--- src/rtl/rps_pkg.sv ---
package rps_pkg;
  // Reset sources active in one cycle
  typedef struct packed {
    logic hw;
    logic sw;
    logic wdt;
  } rps_src_t;

  localparam int unsigned RPS_SYNC_STAGES = 2;
endpackage

--- src/rtl/rps_sync.sv ---
module rps_sync #(
  parameter int unsigned STAGES  = 2,
  parameter logic        RST_VAL = 1'b1
) (
  input  logic clk_i,
  input  logic rst_ni,
  input  logic d_i,
  output logic q_o
);
  logic [STAGES-1:0] chain_q;
  logic [STAGES-1:0] chain_d;

  generate
    for (genvar i = 0; i < STAGES; i++) begin : g_stage
      if (i == 0) begin : g_first
        assign chain_d[i] = d_i;
      end else begin : g_next
        assign chain_d[i] = chain_q[i-1];
      end
    end
  endgenerate

  always_ff @(posedge clk_i or negedge rst_ni) begin
    if (!rst_ni) chain_q <= {STAGES{RST_VAL}};
    else         chain_q <= chain_d;
  end

  assign q_o = chain_q[STAGES-1];
endmodule

--- src/rtl/rps_pin_qual.sv ---
module rps_pin_qual #(
  parameter int unsigned QUAL_CYC = 2,
  parameter int unsigned MASK_LEN = 3
) (
  input  logic clk_i,
  input  logic rst_ni,
  input  logic pin_s_i,
  input  logic pull_i,
  output logic hw_src_o
);
  localparam int unsigned QW = $clog2(QUAL_CYC + 1);
  localparam int unsigned MW = $clog2(MASK_LEN + 1);
  localparam logic [QW-1:0] QMAX = QW'(QUAL_CYC);
  localparam logic [QW-1:0] QHIT = QW'(QUAL_CYC - 1);
  localparam logic [MW-1:0] MLOAD = MW'(MASK_LEN);

  logic [QW-1:0] low_q, low_d;
  logic [MW-1:0] msk_q, msk_d;
  logic          ign;

  assign ign = pull_i || (msk_q != '0);

  always_comb begin
    low_d = low_q;
    if (ign || pin_s_i)    low_d = '0;
    else if (low_q != QMAX) low_d = low_q + 1'b1;
    msk_d = msk_q;
    if (pull_i)             msk_d = MLOAD;
    else if (msk_q != '0)   msk_d = msk_q - 1'b1;
  end

  always_ff @(posedge clk_i or negedge rst_ni) begin
    if (!rst_ni) begin
      low_q <= '0;
      msk_q <= '0;
    end else begin
      low_q <= low_d;
      msk_q <= msk_d;
    end
  end

  assign hw_src_o = !ign && !pin_s_i && (low_q >= QHIT);

  generate
    if (QUAL_CYC >= 2) begin : g_chk

      pin_qual_chk: assert property (@(posedge clk_i) disable iff (!rst_ni)
        hw_src_o |-> $past(!pin_s_i));

      own_pull_ignored_chk: assert property (@(posedge clk_i) disable iff (!rst_ni)
        $fell(pull_i) |-> !hw_src_o);
    end
  endgenerate
endmodule

--- src/rtl/rps_seq.sv ---
module rps_seq
  import rps_pkg::*;
#(
  parameter int unsigned SEQ_LEN = 16
) (
  input  logic     clk_i,
  input  logic     rst_ni,
  input  rps_src_t src_i,
  input  logic     einit_i,
  input  logic     bidir_set_i,
  output logic     busy_o,
  output logic     ind_n_o,
  output logic     pull_o
);
  localparam int unsigned CW = $clog2(SEQ_LEN + 1);
  localparam logic [CW-1:0] CLOAD = CW'(SEQ_LEN);
  localparam logic [CW-1:0] CLAST = CW'(1);

  logic [CW-1:0] cnt_q, cnt_d;
  logic          ind_q, ind_d;
  logic          hws_q, hws_d;
  logic          bdr_q, bdr_d;
  logic          any_src, busy, ending;

  assign any_src = src_i.hw | src_i.sw | src_i.wdt;
  assign busy    = (cnt_q != '0);
  assign ending  = (cnt_q == CLAST) && !any_src;

  always_comb begin
    cnt_d = cnt_q;
    if (any_src)   cnt_d = CLOAD;
    else if (busy) cnt_d = cnt_q - 1'b1;

    ind_d = ind_q;
    if (any_src || busy) ind_d = 1'b0;
    else if (einit_i)    ind_d = 1'b1;

    hws_d = hws_q;
    if (src_i.hw)    hws_d = 1'b1;
    else if (ending) hws_d = 1'b0;

    bdr_d = bdr_q;
    if (ending && hws_q)                      bdr_d = 1'b0;
    else if (!busy && !any_src && bidir_set_i) bdr_d = 1'b1;
  end

  always_ff @(posedge clk_i or negedge rst_ni) begin
    if (!rst_ni) begin
      cnt_q <= CLOAD;
      ind_q <= 1'b0;
      hws_q <= 1'b1;
      bdr_q <= 1'b0;
    end else begin
      cnt_q <= cnt_d;
      ind_q <= ind_d;
      hws_q <= hws_d;
      bdr_q <= bdr_d;
    end
  end

  assign busy_o  = busy;
  assign ind_n_o = ind_q;
  assign pull_o  = bdr_q && busy;


  seq_countdown_chk: assert property (@(posedge clk_i) disable iff (!rst_ni)
    (!any_src && busy) |=> (cnt_q == $past(cnt_q) - 1'b1));

  seq_restart_chk: assert property (@(posedge clk_i) disable iff (!rst_ni)
    (src_i.sw || src_i.wdt) |=> (cnt_q == CLOAD));

  ind_idle_chk: assert property (@(posedge clk_i) disable iff (!rst_ni)
    ind_q |-> !busy);

  bdr_keep_chk: assert property (@(posedge clk_i) disable iff (!rst_ni)
    (bdr_q && busy && !hws_q && !src_i.hw) |=> bdr_q);
endmodule

--- src/rtl/rps_nmi_pd.sv ---
module rps_nmi_pd (
  input  logic clk_i,
  input  logic rst_ni,
  input  logic nmi_s_i,
  input  logic pd_req_i,
  input  logic hw_src_i,
  input  logic busy_i,
  output logic trap_o,
  output logic pd_o
);
  logic nmi_d_q;
  logic trap_q, trap_d;
  logic pd_q, pd_d;
  logic fall;

  assign fall = nmi_d_q && !nmi_s_i;

  always_comb begin
    trap_d = fall && !pd_q;
    pd_d   = pd_q;
    if (hw_src_i)                               pd_d = 1'b0;
    else if (pd_req_i && !nmi_s_i && !busy_i)   pd_d = 1'b1;
  end

  always_ff @(posedge clk_i or negedge rst_ni) begin
    if (!rst_ni) begin
      nmi_d_q <= 1'b1;
      trap_q  <= 1'b0;
      pd_q    <= 1'b0;
    end else begin
      nmi_d_q <= nmi_s_i;
      trap_q  <= trap_d;
      pd_q    <= pd_d;
    end
  end

  assign trap_o = trap_q;
  assign pd_o   = pd_q;


  trap_single_chk: assert property (@(posedge clk_i) disable iff (!rst_ni)
    trap_q |=> !trap_q);

  pd_entry_chk: assert property (@(posedge clk_i) disable iff (!rst_ni)
    $rose(pd_q) |-> $past(pd_req_i && !nmi_s_i));

  pd_hold_chk: assert property (@(posedge clk_i) disable iff (!rst_ni)
    (pd_q && !hw_src_i) |=> pd_q);
endmodule

--- src/rtl/rst_pd_seq.sv ---
module rst_pd_seq
  import rps_pkg::*;
#(
  parameter int unsigned SEQ_LEN  = 16,
  parameter int unsigned QUAL_CYC = 2
) (
  input  logic clk_i,
  input  logic por_ni,
  input  logic rst_pin_ni,
  input  logic sw_rst_i,
  input  logic wdt_rst_i,
  input  logic einit_i,
  input  logic pd_req_i,
  input  logic bidir_set_i,
  input  logic nmi_pin_i,
  output logic core_rst_o,
  output logic rst_ind_no,
  output logic rst_pin_pull_o,
  output logic nmi_trap_o,
  output logic pd_o
);
  localparam int unsigned MASK_LEN = RPS_SYNC_STAGES + 1;

  logic [1:0] por_q;
  logic       rst_n;
  logic       pin_s, nmi_s, hw_src, busy, pull, pd;
  rps_src_t   src;

  // asynchronous assertion, synchronous release
  always_ff @(posedge clk_i or negedge por_ni) begin
    if (!por_ni) por_q <= 2'b00;
    else         por_q <= {por_q[0], 1'b1};
  end
  assign rst_n = por_q[1];

  rps_sync #(.STAGES(RPS_SYNC_STAGES), .RST_VAL(1'b1)) u_pin_sync (
    .clk_i(clk_i), .rst_ni(rst_n), .d_i(rst_pin_ni), .q_o(pin_s));

  rps_sync #(.STAGES(RPS_SYNC_STAGES), .RST_VAL(1'b1)) u_nmi_sync (
    .clk_i(clk_i), .rst_ni(rst_n), .d_i(nmi_pin_i), .q_o(nmi_s));

  rps_pin_qual #(.QUAL_CYC(QUAL_CYC), .MASK_LEN(MASK_LEN)) u_qual (
    .clk_i(clk_i), .rst_ni(rst_n), .pin_s_i(pin_s), .pull_i(pull),
    .hw_src_o(hw_src));

  assign src.hw  = hw_src;
  assign src.sw  = sw_rst_i  && !pd;
  assign src.wdt = wdt_rst_i && !pd;

  rps_seq #(.SEQ_LEN(SEQ_LEN)) u_seq (
    .clk_i(clk_i), .rst_ni(rst_n), .src_i(src), .einit_i(einit_i),
    .bidir_set_i(bidir_set_i), .busy_o(busy), .ind_n_o(rst_ind_no),
    .pull_o(pull));

  rps_nmi_pd u_nmi_pd (
    .clk_i(clk_i), .rst_ni(rst_n), .nmi_s_i(nmi_s), .pd_req_i(pd_req_i),
    .hw_src_i(hw_src), .busy_i(busy), .trap_o(nmi_trap_o), .pd_o(pd));

  assign core_rst_o     = busy;
  assign rst_pin_pull_o = pull;
  assign pd_o           = pd;


  pull_follows_rst_chk: assert property (@(posedge clk_i) disable iff (!rst_n)
    rst_pin_pull_o |-> core_rst_o);
endmodule

--- config.mk ---
export PLATFORM = sky130hd
export DESIGN_NAME = rst_pd_seq
export DESIGN_NICKNAME = d
export VERILOG_FILES = /design/src/rtl/rps_pkg.sv /design/src/rtl/rps_sync.sv /design/src/rtl/rps_pin_qual.sv /design/src/rtl/rps_seq.sv /design/src/rtl/rps_nmi_pd.sv /design/src/rtl/rst_pd_seq.sv
export SDC_FILE = /design/constraint.sdc
export NUM_CORES = 1
export LEC_CHECK = 0
export BUFFER_PORTS_ARGS = -buffer_cell sky130_fd_sc_hd__buf_2
export CAP_MARGIN = 30
export CORE_MARGIN = 2
export CORE_UTILIZATION = 57
export DETAILED_ROUTE_END_ITERATION = 8
export GPL_ROUTABILITY_DRIVEN = 0
export PLACE_DENSITY = 0.8
export SLEW_MARGIN = 20
export SYNTH_ARGS = -nofsm -noshare
export SYNTH_HDL_FRONTEND = slang
export SYNTH_HIERARCHICAL = 1
export SYNTH_SLANG_ARGS = --single-unit
export TNS_END_PERCENT = 50
--- constraint.sdc ---
create_clock -name clk_i -period 2.13 [get_ports clk_i]
set_input_delay 0.1065 -clock clk_i [delete_from_list [all_inputs] [get_ports clk_i]]
set_output_delay 0.1065 -clock clk_i [all_outputs]
set_load 0.005 [all_outputs]
==> metrics <==
floorplan row count=14; vias per inst=5.17; HP Start=einit_i; CTS tree=yes; initial DRC count=12; final wirelength=1560 um; CP max FO=4; slew margin rel.=51.6%; Finished Core Util=75.3%; status=complete, no violations; Die Y=43.6 um; Setup Skew=0.00197 ns; initial antenna violation count=0; synth top area cells=dfrtp_1, dfstp_2, ha_1, nor2_1, inv_1; count leader, synth=dfrtp_1; crit path capture type=flop; PortBufs=13; CTS clk-pin slew, worst paths=0.11 ns; vias=615; Worst Path Arrival=2.26 ns; max_cap viols=0; FFs w/ async S/R, synth=100%; PwrDens=1210 nW/um^2; largest net degree at the start of global routing=20; Hold Vio Cnt, Final=0; Slew Limit Fails=0; Synth Warn #=6; DRC errors left=0; FF/Latch Area=534 um^2; worst-margin pin slew=0.726 ns; Ant. Diodes=0; Synth top area share=39.1%; CTS root buffer=clkbuf_4; post-synthesis cell type count=27; area grow syn2layout=25.1%; Critical Path Source Type=flop; worst skew pair latency=0.29 ns; I/O pin cnt=14; Leak=0.534 nW; fillers=109; most common flop cell mapped by yosys=dfrtp_1; WS Path Type=reg2reg; Synth Area per Inst=11.9 um^2; required time of the critical path=2.29 ns; CTS Buffer Depth=2; setup slack, reg-to-reg=0.02 ns; Yosys reg bits=21; mapped cell area=896 um^2; Synth Net Count=89; Total Die Area=1900 um^2; Pre-antenna DRT Iters=5; Synth top cells by count=dfrtp_1, nor2_1, inv_1, dfstp_2; first-pass GRT wire length=2420 um; Hold Crit Depth=3; Avg WL per Cell=13.1 um; GRT Overall Usage=17.9%; Reg2Reg Depth=10; Worst VDD drop=759 uV; final setup vio count=0; layout cells sized above 1=40.8%; antenna-violating nets left=0; initial core utilization=60.2%; placed insts=108; worst reg2reg startpoint=u_seq/cnt_q[1]; Post-synth EDFFs=0; Synth Instances=75; worst hold path class=in2reg; gr ovfl total=0; htree depth=1; CTS Sinks=21; Core Box Area=1490 um^2; die extent in x=43.6 um; Worst Hold End=u_seq/ind_n_o; area leader, netlist=dfrtp_1; worst flop-to-flop path endpoint=u_seq/bdr_q; number of global-route vias before repair=584; min cycle time layout=2.11 ns; Final nets=118; fin cells=119; TritonCTS Buffers=3; dpl hpwl=1040 um; maximum clock frequency=475 MHz; sequential-to-total area share from yosys stat=59.6%; period utilization=98.9%; Multi-input gate area=352 um^2
-- kinds of logic (layout without fill, tap and decap cells) --
family,count (synthesis),in the layout,share of synthesized area [%]
buffers and inverters,9,37,3.77
xor gates and xnor gates,3,3,2.93
other,1,1,0.419
adders and majority gates,5,5,6.98
and+or+nand+nor,26,26,17.5
muxes,2,2,2.37
DFF,21,21,59.6
AOI/OAI and AO/OA,8,8,6.42
-- critical path: stages, from the launching register on --
cell and delay (ns):
dfrtp_1 0.40, inv_1 0.08, ha_2 0.18, nor4b_4 0.22
inv_2 0.06, and2_4 0.14, or3b_4 0.42, nor2_4 0.14
nor3_2 0.09, a31oi_1 0.17, a31oi_1 0.08
-- flip-flops by register name (all words and copies together) (netlist names) --
register	cells
u_seq/ind_n_o	1
por_q	2
u_seq/bdr_q	1
u_qual/low_q	2
u_nmi_pd/pd_o	1
u_nmi_pd/nmi_d_q	1
u_pin_sync/chain_q	2
u_qual/msk_q	2
u_seq/cnt_q	5
u_nmi_pd/trap_o	1
u_seq/hws_q	1
u_nmi_sync/chain_q	2
-- per-layer routing --
metal  vias up  GRT usage [%]  share of wire, %
met5         -              0                 0
met4         0           9.09               1.4
met3         2           2.50               2.5
met2         8           31.5                53
met1       298           21.2                43
li1        307              -                 -
-- final cells by class --
type	count	share of cell area [%]
Clock buffer	4	2.34
Inverter	9	3.01
Multi-Input combinational cell	45	31.4
Sequential cell	21	47.7
Tap cell	16	1.79
Timing Repair Buffer	24	13.8
-- worst max-delay path by stage --
stage | start | endpoint | slack, ns
after global placement | u_seq/cnt_q[1] | u_seq/bdr_q | 0.12
after detailed placement | u_seq/cnt_q[1] | u_seq/bdr_q | 0.07
final | u_seq/cnt_q[1] | u_seq/bdr_q | 0.02
after CTS | u_seq/cnt_q[1] | u_seq/bdr_q | 0.05
after global routing | u_seq/cnt_q[1] | u_seq/bdr_q | -0.07
after floorplan | u_seq/cnt_q[0] | u_seq/bdr_q | 0.02
-- placed cells by master, fill, tap and decap left out, types with 2 or more instances in the layout --
cell,synthesis,routed
dfrtp_1,14,14
buf_4,0,8
dfstp_2,7,7
nor2_1,10,9
dlygate4sd3_1,0,3
nor3_1,5,4
xor2_1,2,2
buf_2,0,13
a21oi_1,2,2
ha_1,5,4
a31oi_1,2,2
inv_1,8,8
nor2b_1,2,2
clkbuf_4,0,3
-- what timing repair did --
action | CTS | global route
hold buffers | 3 | 0
setup endpoints to repair | 0 | 6
gates resized for setup | 0 | 2
buffers inserted | 0 | 4
hold endpoints to repair | 4 | 0
-- power by group --
part | switching [mW] | internal (mW) | total [mW]
Combinational | 0.256 | 0.311 | 0.567
Clock | 0.108 | 0.0728 | 0.181
Sequential | 0.0936 | 0.520 | 0.614
-- per-stage QoR --
stage          hold slack [ns]  setup WS, ns  power, mW  TNS (ns)  instance area [um^2]
2_1_floorplan           -0.189        0.0210      0.966         0                   910
3_3_place_gp            -0.110         0.117       1.11         0                  1020
3_5_place_dp            -0.108        0.0703       1.13         0                  1020
4_1_cts                 0.0733        0.0472       1.32         0                  1080
5_1_grt                 0.0800       -0.0742       1.46   -0.0742                  1120
6_report                0.0840        0.0233       1.36         0                  1120
No activity file was read; power rests on OpenSTA's default activity.
